<file path="src/rtl/rtc_cal_pkg.sv">
package rtc_cal_pkg;

    localparam int NBYTES    = 10;
    localparam int IX_SEC    = 0;
    localparam int IX_SEC_AL = 1;
    localparam int IX_MIN    = 2;
    localparam int IX_MIN_AL = 3;
    localparam int IX_HR     = 4;
    localparam int IX_HR_AL  = 5;
    localparam int IX_DOW    = 6;
    localparam int IX_DOM    = 7;
    localparam int IX_MON    = 8;
    localparam int IX_YR     = 9;

    typedef logic [7:0] byte_t;
    typedef logic [NBYTES-1:0][7:0] bank_t;

    typedef enum logic [1:0] {
        PH_IDLE   = 2'd0,
        PH_LEAD   = 2'd1,
        PH_COMMIT = 2'd2
    } phase_e;

    // Stored byte to plain value
    function automatic byte_t to_val(byte_t raw, logic bin_mode);
        byte_t tens;
        tens = {4'b0000, raw[7:4]} * 8'd10;
        return bin_mode ? raw : byte_t'(tens + {4'b0000, raw[3:0]});
    endfunction

    // Plain value to stored byte
    function automatic byte_t to_raw(byte_t v, logic bin_mode);
        byte_t tens;
        byte_t ones;
        tens = v / 8'd10;
        ones = v - tens * 8'd10;
        return bin_mode ? v : {tens[3:0], ones[3:0]};
    endfunction

    function automatic byte_t month_len(byte_t mon, byte_t yr);
        byte_t len;
        case (mon)
            8'd4, 8'd6, 8'd9, 8'd11: len = 8'd30;
            8'd2:                    len = (yr[1:0] == 2'b00) ? 8'd29 : 8'd28;
            default:                 len = 8'd31;
        endcase
        return len;
    endfunction

endpackage

</file>
<file path="src/rtl/rtc_time_step.sv">
module rtc_time_step
    import rtc_cal_pkg::*;
(
    input  bank_t cur_i,
    input  logic  fmt_bin,
    input  logic  hr24,
    input  logic  dst_en,
    input  logic  fell_i,
    output bank_t nxt_o,
    output logic  fell_o
);

    byte_t s_v, m_v, h_v, dw_v, dm_v, mo_v, yr_v, h12_v;
    byte_t ns_v, nm_v, nh_v, ndw_v, ndm_v, nmo_v, nyr_v, nh12_v, hr_enc;
    logic  pm_in, pm_out, at_159, spring, fall;

    always_comb begin
        // decode the working bytes into plain values
        s_v   = to_val(cur_i[IX_SEC], fmt_bin);
        m_v   = to_val(cur_i[IX_MIN], fmt_bin);
        dw_v  = to_val(cur_i[IX_DOW], fmt_bin);
        dm_v  = to_val(cur_i[IX_DOM], fmt_bin);
        mo_v  = to_val(cur_i[IX_MON], fmt_bin);
        yr_v  = to_val(cur_i[IX_YR],  fmt_bin);
        pm_in = cur_i[IX_HR][7];
        h12_v = to_val({1'b0, cur_i[IX_HR][6:0]}, fmt_bin);
        if (hr24) begin
            h_v = to_val(cur_i[IX_HR], fmt_bin);
        end else if (h12_v == 8'd12) begin
            h_v = pm_in ? 8'd12 : 8'd0;
        end else begin
            h_v = h12_v + (pm_in ? 8'd12 : 8'd0);
        end

        at_159 = (h_v == 8'd1) && (m_v == 8'd59) && (s_v == 8'd59);
        spring = dst_en && at_159 && (mo_v == 8'd4) && (dw_v == 8'd1) && (dm_v <= 8'd7);
        fall   = dst_en && at_159 && (mo_v == 8'd10) && (dw_v == 8'd1) && (dm_v >= 8'd25)
                 && !fell_i;

        ns_v   = s_v + 8'd1;
        nm_v   = m_v;
        nh_v   = h_v;
        ndw_v  = dw_v;
        ndm_v  = dm_v;
        nmo_v  = mo_v;
        nyr_v  = yr_v;
        fell_o = fell_i;

        if (spring) begin
            ns_v = 8'd0;
            nm_v = 8'd0;
            nh_v = 8'd3;
        end else if (fall) begin
            ns_v   = 8'd0;
            nm_v   = 8'd0;
            nh_v   = 8'd1;
            fell_o = 1'b1;
        end else if (s_v >= 8'd59) begin
            ns_v = 8'd0;
            nm_v = m_v + 8'd1;
            if (m_v >= 8'd59) begin
                nm_v = 8'd0;
                nh_v = h_v + 8'd1;
                if (h_v >= 8'd23) begin
                    nh_v   = 8'd0;
                    fell_o = 1'b0;
                    ndw_v  = (dw_v >= 8'd7) ? 8'd1 : dw_v + 8'd1;
                    if (dm_v >= month_len(mo_v, yr_v)) begin
                        ndm_v = 8'd1;
                        nmo_v = mo_v + 8'd1;
                        if (mo_v >= 8'd12) begin
                            nmo_v = 8'd1;
                            nyr_v = (yr_v >= 8'd99) ? 8'd0 : yr_v + 8'd1;
                        end
                    end else begin
                        ndm_v = dm_v + 8'd1;
                    end
                end
            end
        end

        // encode the hour in the selected style
        pm_out = (nh_v >= 8'd12);
        if (nh_v == 8'd0) begin
            nh12_v = 8'd12;
        end else if (nh_v > 8'd12) begin
            nh12_v = nh_v - 8'd12;
        end else begin
            nh12_v = nh_v;
        end
        hr_enc = to_raw(nh12_v, fmt_bin);
        hr_enc = {pm_out, hr_enc[6:0]};

        nxt_o         = cur_i;
        nxt_o[IX_SEC] = to_raw(ns_v, fmt_bin);
        nxt_o[IX_MIN] = to_raw(nm_v, fmt_bin);
        nxt_o[IX_HR]  = hr24 ? to_raw(nh_v, fmt_bin) : hr_enc;
        nxt_o[IX_DOW] = to_raw(ndw_v, fmt_bin);
        nxt_o[IX_DOM] = to_raw(ndm_v, fmt_bin);
        nxt_o[IX_MON] = to_raw(nmo_v, fmt_bin);
        nxt_o[IX_YR]  = to_raw(nyr_v, fmt_bin);
    end

endmodule

</file>
<file path="src/rtl/rtc_alarm_cmp.sv">
module rtc_alarm_cmp
    import rtc_cal_pkg::*;
#(
    parameter int NPAIR = 3
) (
    input  bank_t bytes_i,
    output logic  match_o
);

    logic [NPAIR-1:0] pair_ok;

    // time byte at even address 2g, its alarm byte at 2g+1
    for (genvar g = 0; g < NPAIR; g++) begin : g_pair
        assign pair_ok[g] = (bytes_i[2*g+1][7:6] == 2'b11) ||
                            (bytes_i[2*g+1] == bytes_i[2*g]);
    end

    assign match_o = &pair_ok;

endmodule

</file>
<file path="src/rtl/rtc_update_engine.sv">
module rtc_update_engine
    import rtc_cal_pkg::*;
#(
    parameter int LEAD_CYC = 4
) (
    input  logic       clk,
    input  logic       rst_n,
    input  logic       sec_tick,
    input  logic       fmt_bin,
    input  logic       hr24,
    input  logic       dst_en,
    input  logic       inhibit,
    input  logic       wr_en,
    input  logic [3:0] wr_addr,
    input  logic [7:0] wr_data,
    input  logic [3:0] rd_addr,
    output logic [7:0] rd_data,
    output logic       uip,
    output logic       upd_done,
    output logic       alarm_hit
);

    localparam int          CW        = (LEAD_CYC > 1) ? $clog2(LEAD_CYC) : 1;
    localparam logic [CW-1:0] CNT_LAST = CW'(LEAD_CYC - 1);
    localparam logic [3:0]  LAST_ADDR = 4'(NBYTES - 1);

    typedef struct packed {
        phase_e        phase;
        logic [CW-1:0] cnt;
        bank_t         live;
        bank_t         shown;
        logic          fell;
        logic          done;
        logic          hit;
    } eng_s;

    eng_s  st_d, st_q;
    bank_t nxt_bank;
    logic  fell_nxt;
    logic  al_match;
    logic  busy;

    rtc_time_step u_step (
        .cur_i   (st_q.live),
        .fmt_bin (fmt_bin),
        .hr24    (hr24),
        .dst_en  (dst_en),
        .fell_i  (st_q.fell),
        .nxt_o   (nxt_bank),
        .fell_o  (fell_nxt)
    );

    rtc_alarm_cmp #(.NPAIR(3)) u_alarm (
        .bytes_i (nxt_bank),
        .match_o (al_match)
    );

    always_comb begin
        st_d      = st_q;
        st_d.done = 1'b0;
        st_d.hit  = 1'b0;
        case (st_q.phase)
            PH_IDLE: begin
                if (sec_tick) begin
                    st_d.phase = PH_LEAD;
                    st_d.cnt   = '0;
                end
            end
            PH_LEAD: begin
                if (st_q.cnt == CNT_LAST) begin
                    st_d.phase = PH_COMMIT;
                end else begin
                    st_d.cnt = st_q.cnt + 1'b1;
                end
            end
            PH_COMMIT: begin
                st_d.live  = nxt_bank;
                st_d.fell  = fell_nxt;
                if (!inhibit) begin
                    st_d.shown = nxt_bank;
                end
                st_d.done  = 1'b1;
                st_d.hit   = al_match;
                st_d.phase = PH_IDLE;
            end
            default: st_d.phase = PH_IDLE;
        endcase
        if (wr_en && (wr_addr <= LAST_ADDR)) begin
            st_d.live[wr_addr]  = wr_data;
            st_d.shown[wr_addr] = wr_data;
        end
    end

    always_ff @(posedge clk or negedge rst_n) begin
        if (!rst_n) begin
            st_q <= '0;
        end else begin
            st_q <= st_d;
        end
    end

    assign busy      = (st_q.phase != PH_IDLE);
    assign uip       = busy && !inhibit;
    assign upd_done  = st_q.done;
    assign alarm_hit = st_q.hit;
    assign rd_data   = (rd_addr <= LAST_ADDR) ? st_q.shown[rd_addr] : 8'h00;

    // a busy window only opens after a strobe
    a_r8_busy_from_tick: assert property (@(posedge clk) disable iff (!rst_n)
        $rose(busy) |-> $past(sec_tick));

    // the update-ended pulse never overlaps the busy status
    a_r8_done_clears_uip: assert property (@(posedge clk) disable iff (!rst_n)
        upd_done |-> !uip);

    // alarm pulses only come with an update end
    a_r6_hit_with_done: assert property (@(posedge clk) disable iff (!rst_n)
        alarm_hit |-> upd_done);

    // the host-visible copy holds while frozen and not written
    a_r7_frozen_copy: assert property (@(posedge clk) disable iff (!rst_n)
        (inhibit && !wr_en) |=> $stable(st_q.shown));

endmodule

</file>
<file path="config.mk">
export PLATFORM = sky130hd
export DESIGN_NAME = rtc_update_engine
export DESIGN_NICKNAME = d
export VERILOG_FILES = /design/src/rtl/rtc_cal_pkg.sv /design/src/rtl/rtc_time_step.sv /design/src/rtl/rtc_alarm_cmp.sv /design/src/rtl/rtc_update_engine.sv
export SDC_FILE = /design/constraint.sdc
export NUM_CORES = 1
export LEC_CHECK = 0
export CAP_MARGIN = 20
export CELL_PAD_IN_SITES_DETAIL_PLACEMENT = 1
export CELL_PAD_IN_SITES_GLOBAL_PLACEMENT = 1
export CORE_AREA = 2 2 140 244
export CTS_BUF_LIST = sky130_fd_sc_hd__clkbuf_16
export CTS_CLUSTER_DIAMETER = 30
export CTS_CLUSTER_SIZE = 30
export DETAILED_ROUTE_END_ITERATION = 8
export DIE_AREA = 0 0 142 246
export PLACE_DENSITY_LB_ADDON = 0.12
export SYNTH_ARGS = -nofsm -noshare
export SYNTH_HDL_FRONTEND = slang
export SYNTH_SLANG_ARGS = --single-unit
</file>
<file path="constraint.sdc">
create_clock -name clk -period 14.7 [get_ports clk]
set_input_delay 2.205 -clock clk [delete_from_list [all_inputs] [get_ports clk]]
set_output_delay 2.205 -clock clk [all_outputs]
set_load 0.02 [all_outputs]
</file>
==> impl_metrics.toml, run 1 <==
[clock_network]
numCtsBuffers = 17
path_clk_slew_ns = 0.08
cts_sinks = 167
htreeDepth = 4
post_cts_resized = 0
cts_setup_buffers = 0
root_buffer = "clkbuf_16"
ctsLongestPathBuffers = 2
cts_tree = "yes"
postCtsHoldBufs = 0
clk_latency_ns = 0.46

[route]
wl_per_cell_um = 23.93
drc_errors = 0
dr_total_vias = 17430
wl_mm = 61.89
routed_via_density = 6.739
drt-pass1-iter-count = 6
ant_nets = 0
drtIter0Drc = 922

[critical_path]
critPathSlowestCell = "a21oi_1"
critical-path-top-delay-family = "compound AO/OA/AOI/OAI gates"
crit_fanout = 72
cp_num_buf_inv = 6
crit_arrival_ns = 12.05
critPathLaunchType = "input port"
path_class = "in -> reg"
cp.depth = 37
reg2regPathDepth = 38
end_kind = "flip-flop"
max_stage_delay_ns = 0.79
required_ns = 15.08

[grt]
grt_use_met3_pct = 4.198
grt_pass1_vias = 18440
grt_max_degree = 90
grt_pass1_wl_mm = 98.73
grt_antenna_before_repair = 1
track_usage_pct = 35.80
top_usage_layer = "met2"
met2_usage_pct = 66.48
grt_use_met1_pct = 37.65
gr-total-overflow = 0

[yosys]
synth-seq-cells = 167
synth_edf_count = 0
syn_nets = 2351
synth.top_cells.by_area = "dfrtp_1 (24%), nand2_1 (8.1%), ha_1 (6.7%)"
synth_top_area_share_pct = 24.17
yosysUniqueCellTypes = 120
synth_ff_type = "dfrtp_1"
synth_top_cell_by_area = "dfrtp_1"
syn_inst = 2211
syn_avg_cell_area_sq_um = 7.819
yosysWarnings = 0
synthArstFlopShare_pct = 100.0
synth_area_sq_um = 17290
ys_seq_area_share_pct = 24.17

[timing]
fin_crit_sh_pct = 79.38
final_hold_viol_count = 0
fmax_ghz = 0.08570
worstMarginPinSlew_ns = 1.056
final_max_slew_viol_count = 0
finalSetupViolations = 0
rsz0062_at_grt = "no"
finalSetupTns_ns = 0
finalCriticalPeriod_ns = 11.67
skew_ns = 0.01205
relSlewSlack_pct = 29.38

[layout]
drive_above_1_share_pct = 9.083
final_nets = 2307
area_growth_pct = 6.709

[die]
die_y_um = 246
rows = 88
start_util_pct = 52.51
die_x_um = 142
io_pins = 35
dieArea_sq_um = 34930
coreArea_sq_um = 32920

[placed_design]
gp_congestion = 0.9303
portBuffers = 34
dp_hpwl_mm = 46.25

[min_path]
hold_class = "reg -> reg"
holdPathStages = 2

[job]
maxCapViolations = 0

[run_status]
outcome = "complete, no violations"
[state kept, by name, indices dropped and copies added, names as in the netlist]
signal and flops:
st_q 165, alarm_hit 1, upd_done 1
[tightest hold or removal path: stages (launching register included)]
cell and delay, ns:
dfrtp_1 0.34, o31ai_1 0.07, nand2_1 0.06
[routing by layer]
metal  part of all wire, %  wire (um)
met2                    53      32730
met4                   7.2       4429
met5                     0          0
met1                    36      22450
met3                   3.7       2292
[area by class of cell]
class / count / area, sq um
antenna: 1 / 2.502
fill: 4108 / 14470
inverter: 61 / 231.5
sequential: 167 / 4179
clock buffer: 17 / 425.4
multi-input combinational: 1862 / 12380
tap: 405 / 506.7
clock inverter: 15 / 185.2
timing repair buffer: 58 / 534.3
[cell usage in the layout, fill, tap and decap left out, types with 54 or more instances in the layout]
| cell type | n |
|---|---|
| a21oi_1 | 152 |
| dfrtp_1 | 167 |
| ha_1 | 93 |
| inv_1 | 54 |
| mux2i_1 | 57 |
| nand2_1 | 372 |
| nand3_1 | 56 |
| nor2_1 | 202 |
| o21ai_0 | 189 |
| xnor2_1 | 60 |
[metrics by stage]
step	util (%)	std cells	hold slack (ns)	setup slack, ns	cell area [sq um]
after floorplan	-	2211	0.4537	4.148	17290
after global placement	54.04	2549	0.4773	3.147	17790
after detailed placement	54.04	2549	0.4937	2.863	17790
after CTS	55.89	2581	0.5071	3.177	18400
after global routing	56.04	2586	0.5330	2.595	18450
final	56.04	2586	0.5013	3.032	18450
[synthesized netlist by cell type, drive strengths merged (18+ instances only)]
library cell  number
nand2            372
o21ai            220
nor2             208
dfrtp            167
a21oi            158
ha                93
clkbuf            77
xnor2             63
inv               58
mux2i             57
nand3             57
nor3              47
a31oi             46
buf               44
mux2              35
o211ai            32
a211oi            28
xor2              28
nand2b            24
fa                23
a221oi            20
and3              20
and2              19
mux4              19
a21o              18
nor2b             18
[kinds of logic (layout without fill, tap and decap cells)]
kind of cell / after synthesis / in the layout / share of synthesized area [%]
and+or+nand+nor: 866 / 866 / 23.09
DFF: 167 / 167 / 24.17
xor gates and xnor gates: 91 / 91 / 4.741
other: 0 / 1 / 0
AOI/OAI and AO/OA: 676 / 676 / 26.13
adders and majority gates: 118 / 118 / 9.510
buffers and inverters: 182 / 151 / 4.299
muxes: 111 / 111 / 8.055
[path summary, 6_finish.rpt]
path / from / end / slack (ns)
min in group asynchronous: rst_n / st_q[156]$_DFF_PN0_ / 1.82
hold / removal: st_q[2]$_DFFE_PN0P_ / st_q[2]$_DFFE_PN0P_ / 0.50
hold reg to reg: st_q[2]$_DFFE_PN0P_ / st_q[2]$_DFFE_PN0P_ / 0.50
max in group asynchronous: rst_n / st_q[132]$_DFF_PN0_ / 11.76
setup / recovery: fmt_bin / alarm_hit$_DFF_PN0_ / 3.03
setup reg to reg: st_q[152]$_DFF_PN0_ / alarm_hit$_DFF_PN0_ / 4.22
Power of run 1 is not shown: default switching activity piles up to over one toggle a cycle in this logic, so the estimate is an artifact.
==> inputs of run 2 (changes only) <==
- CORE_AREA: 2 2 140 244 -> 2 2 145 254
- DIE_AREA: 0 0 142 246 -> 0 0 147 256
- clock period: 14.7 -> 11.1 ns (I/O delays scaled with it)
==> run 2 against run 1 <==
Net effect:
- die area rose by 7.7%
- non-clock buffer count rose by 13
- core utilization fell by 4.0 points
- highest routed layer unchanged
- sequential cell count did not move
==> impl_metrics.toml, run 2 (same netlist as run 1, synthesis figures left out) <==
[run_status]
outcome = "complete, no violations"

[placed_design]
dp_cells = 2628
dp_hpwl_mm = 48.69
gp_congestion = 0.9242
portBuffers = 34

[clock_network]
postCtsHoldBufs = 0
numCtsBuffers = 17
cts_tree = "yes"
cts_setup_buffers = 0
post_cts_resized = 0
path_clk_slew_ns = 0.07
htreeDepth = 4
ctsLongestPathBuffers = 2
cts_sinks = 167
clk_latency_ns = 0.46
root_buffer = "clkbuf_16"

[die]
dieArea_sq_um = 37630
die_x_um = 147
die_y_um = 256
coreArea_sq_um = 35680
io_pins = 35
start_util_pct = 48.45
rows = 92

[layout]
layout_common_cells = "nand2_1 (372), nor2_1 (202), o21ai_0 (189), dfrtp_1 (167), a21oi_1 (152)"
final_common_cell = "nand2_1"
final_nets = 2320
largest_reg_flops = 165
diodes = 0
area_growth_pct = 7.397
stdcell_count = 2662
regMostFlops = "st_q"
n_fill_cell = 4410
drive_above_1_share_pct = 9.489

[critical_path]
critPathLaunchType = "input port"
required_ns = 11.48
path_class = "in -> reg"
critPathSlowestCell = "buf_4"
crit_arrival_ns = 10.83
crit_fanout = 61
end_kind = "flip-flop"
max_stage_delay_ns = 0.61

[timing]
worstMarginPinSlew_ns = 1.088
finalCriticalPeriod_ns = 10.46
final_max_slew_viol_count = 0
fmax_ghz = 0.09563
finalSetupViolations = 0
skew_ns = 0.009629
final_hold_viol_count = 0
finalSetupTns_ns = 0
fin_crit_sh_pct = 94.21
rsz0062_at_grt = "no"
relSlewSlack_pct = 27.23

[route]
routed.top_layer = "met4"
drc_errors = 0
dr_total_vias = 17460
drt-pass1-iter-count = 5
wl_per_cell_um = 24.19
wl_met1_mm = 23.58
drtIter0Drc = 829
wl_mm = 64.38
wl_met3_mm = 1.911
ant_nets = 0
routed_via_density = 6.558
wl_met2_mm = 34.74

[job]
maxCapViolations = 0

[grt]
grt_pass1_vias = 18600
grt_pass1_wl_mm = 101.2
grt_max_degree = 92
track_usage_pct = 33.98
grt_antenna_before_repair = 1
gr-total-overflow = 0

[min_path]
hold_class = "reg -> reg"
## run 2: cell count changes in the layout (fill, tap and decap cells not counted), sizes merged
cell	previous run	this run
clkbuf	18	17
buf	25	39
clkinvlp	3	4
bufinv	2	1
inv	66	65
diode	1	0
## run 2: final timing paths
| path | depth (start not counted) | endpoint | slack (ns) | from |
|---|---|---|---|---|
| setup reg to reg | 39 | alarm_hit$_DFF_PN0_ | 0.72 | st_q[152]$_DFF_PN0_ |
| hold reg to reg | 2 | st_q[10]$_DFF_PN0_ | 0.52 | st_q[10]$_DFF_PN0_ |
| min in group asynchronous | 1 | st_q[76]$_DFF_PN0_ | 1.27 | rst_n |
| hold / removal | 2 | st_q[10]$_DFF_PN0_ | 0.52 | st_q[10]$_DFF_PN0_ |
| max in group asynchronous | 3 | st_q[79]$_DFF_PN0_ | 8.51 | rst_n |
| setup / recovery | 39 | alarm_hit$_DFF_PN0_ | 0.64 | fmt_bin |
## run 2: per-layer routing
layer / vias up / global-route usage [%]
met5: - / 0
met4: 0 / 20.89
met3: 204 / 3.529
met2: 437 / 64.10
met1: 8800 / 35.65
li1: 8016 / -
## run 2: stage by stage
stage          setup slack [ns]  utilization (%)  cell area, sq um  hold WS [ns]
2_1_floorplan             1.088                -             17290        0.4537
3_3_place_gp             0.7487            50.38             17980        0.4777
3_5_place_dp             0.4219            50.38             17980        0.5005
4_1_cts                  0.8237            51.92             18530        0.5172
5_1_grt                  0.2156            52.03             18570        0.5348
6_report                 0.6430            52.03             18570        0.5177
## run 2: area by class of cell
type | count | area (sq um) | area share (%)
flip-flops and latches | 167 | 4179 | 22.51
inverters | 61 | 231.5 | 1.247
repair buffers | 71 | 634.4 | 3.417
multi-input cells | 1862 | 12380 | 66.70
well taps | 470 | 588.1 | 3.167
clock inverters | 14 | 125.1 | 0.6739
clock buffers | 17 | 425.4 | 2.291
## run 2: critical path: cells and delay by family
| kind | cells | cell delay (ns) |
|---|---|---|
| adders and majority gates | 5 | 1.34 |
| muxes | 3 | 1.11 |
| and+or+nand+nor | 10 | 2.30 |
| AOI/OAI and AO/OA | 12 | 2.71 |
| xor gates and xnor gates | 2 | 0.28 |
| buffers and inverters | 7 | 1.41 |
Power of run 2 is left out for the same reason.
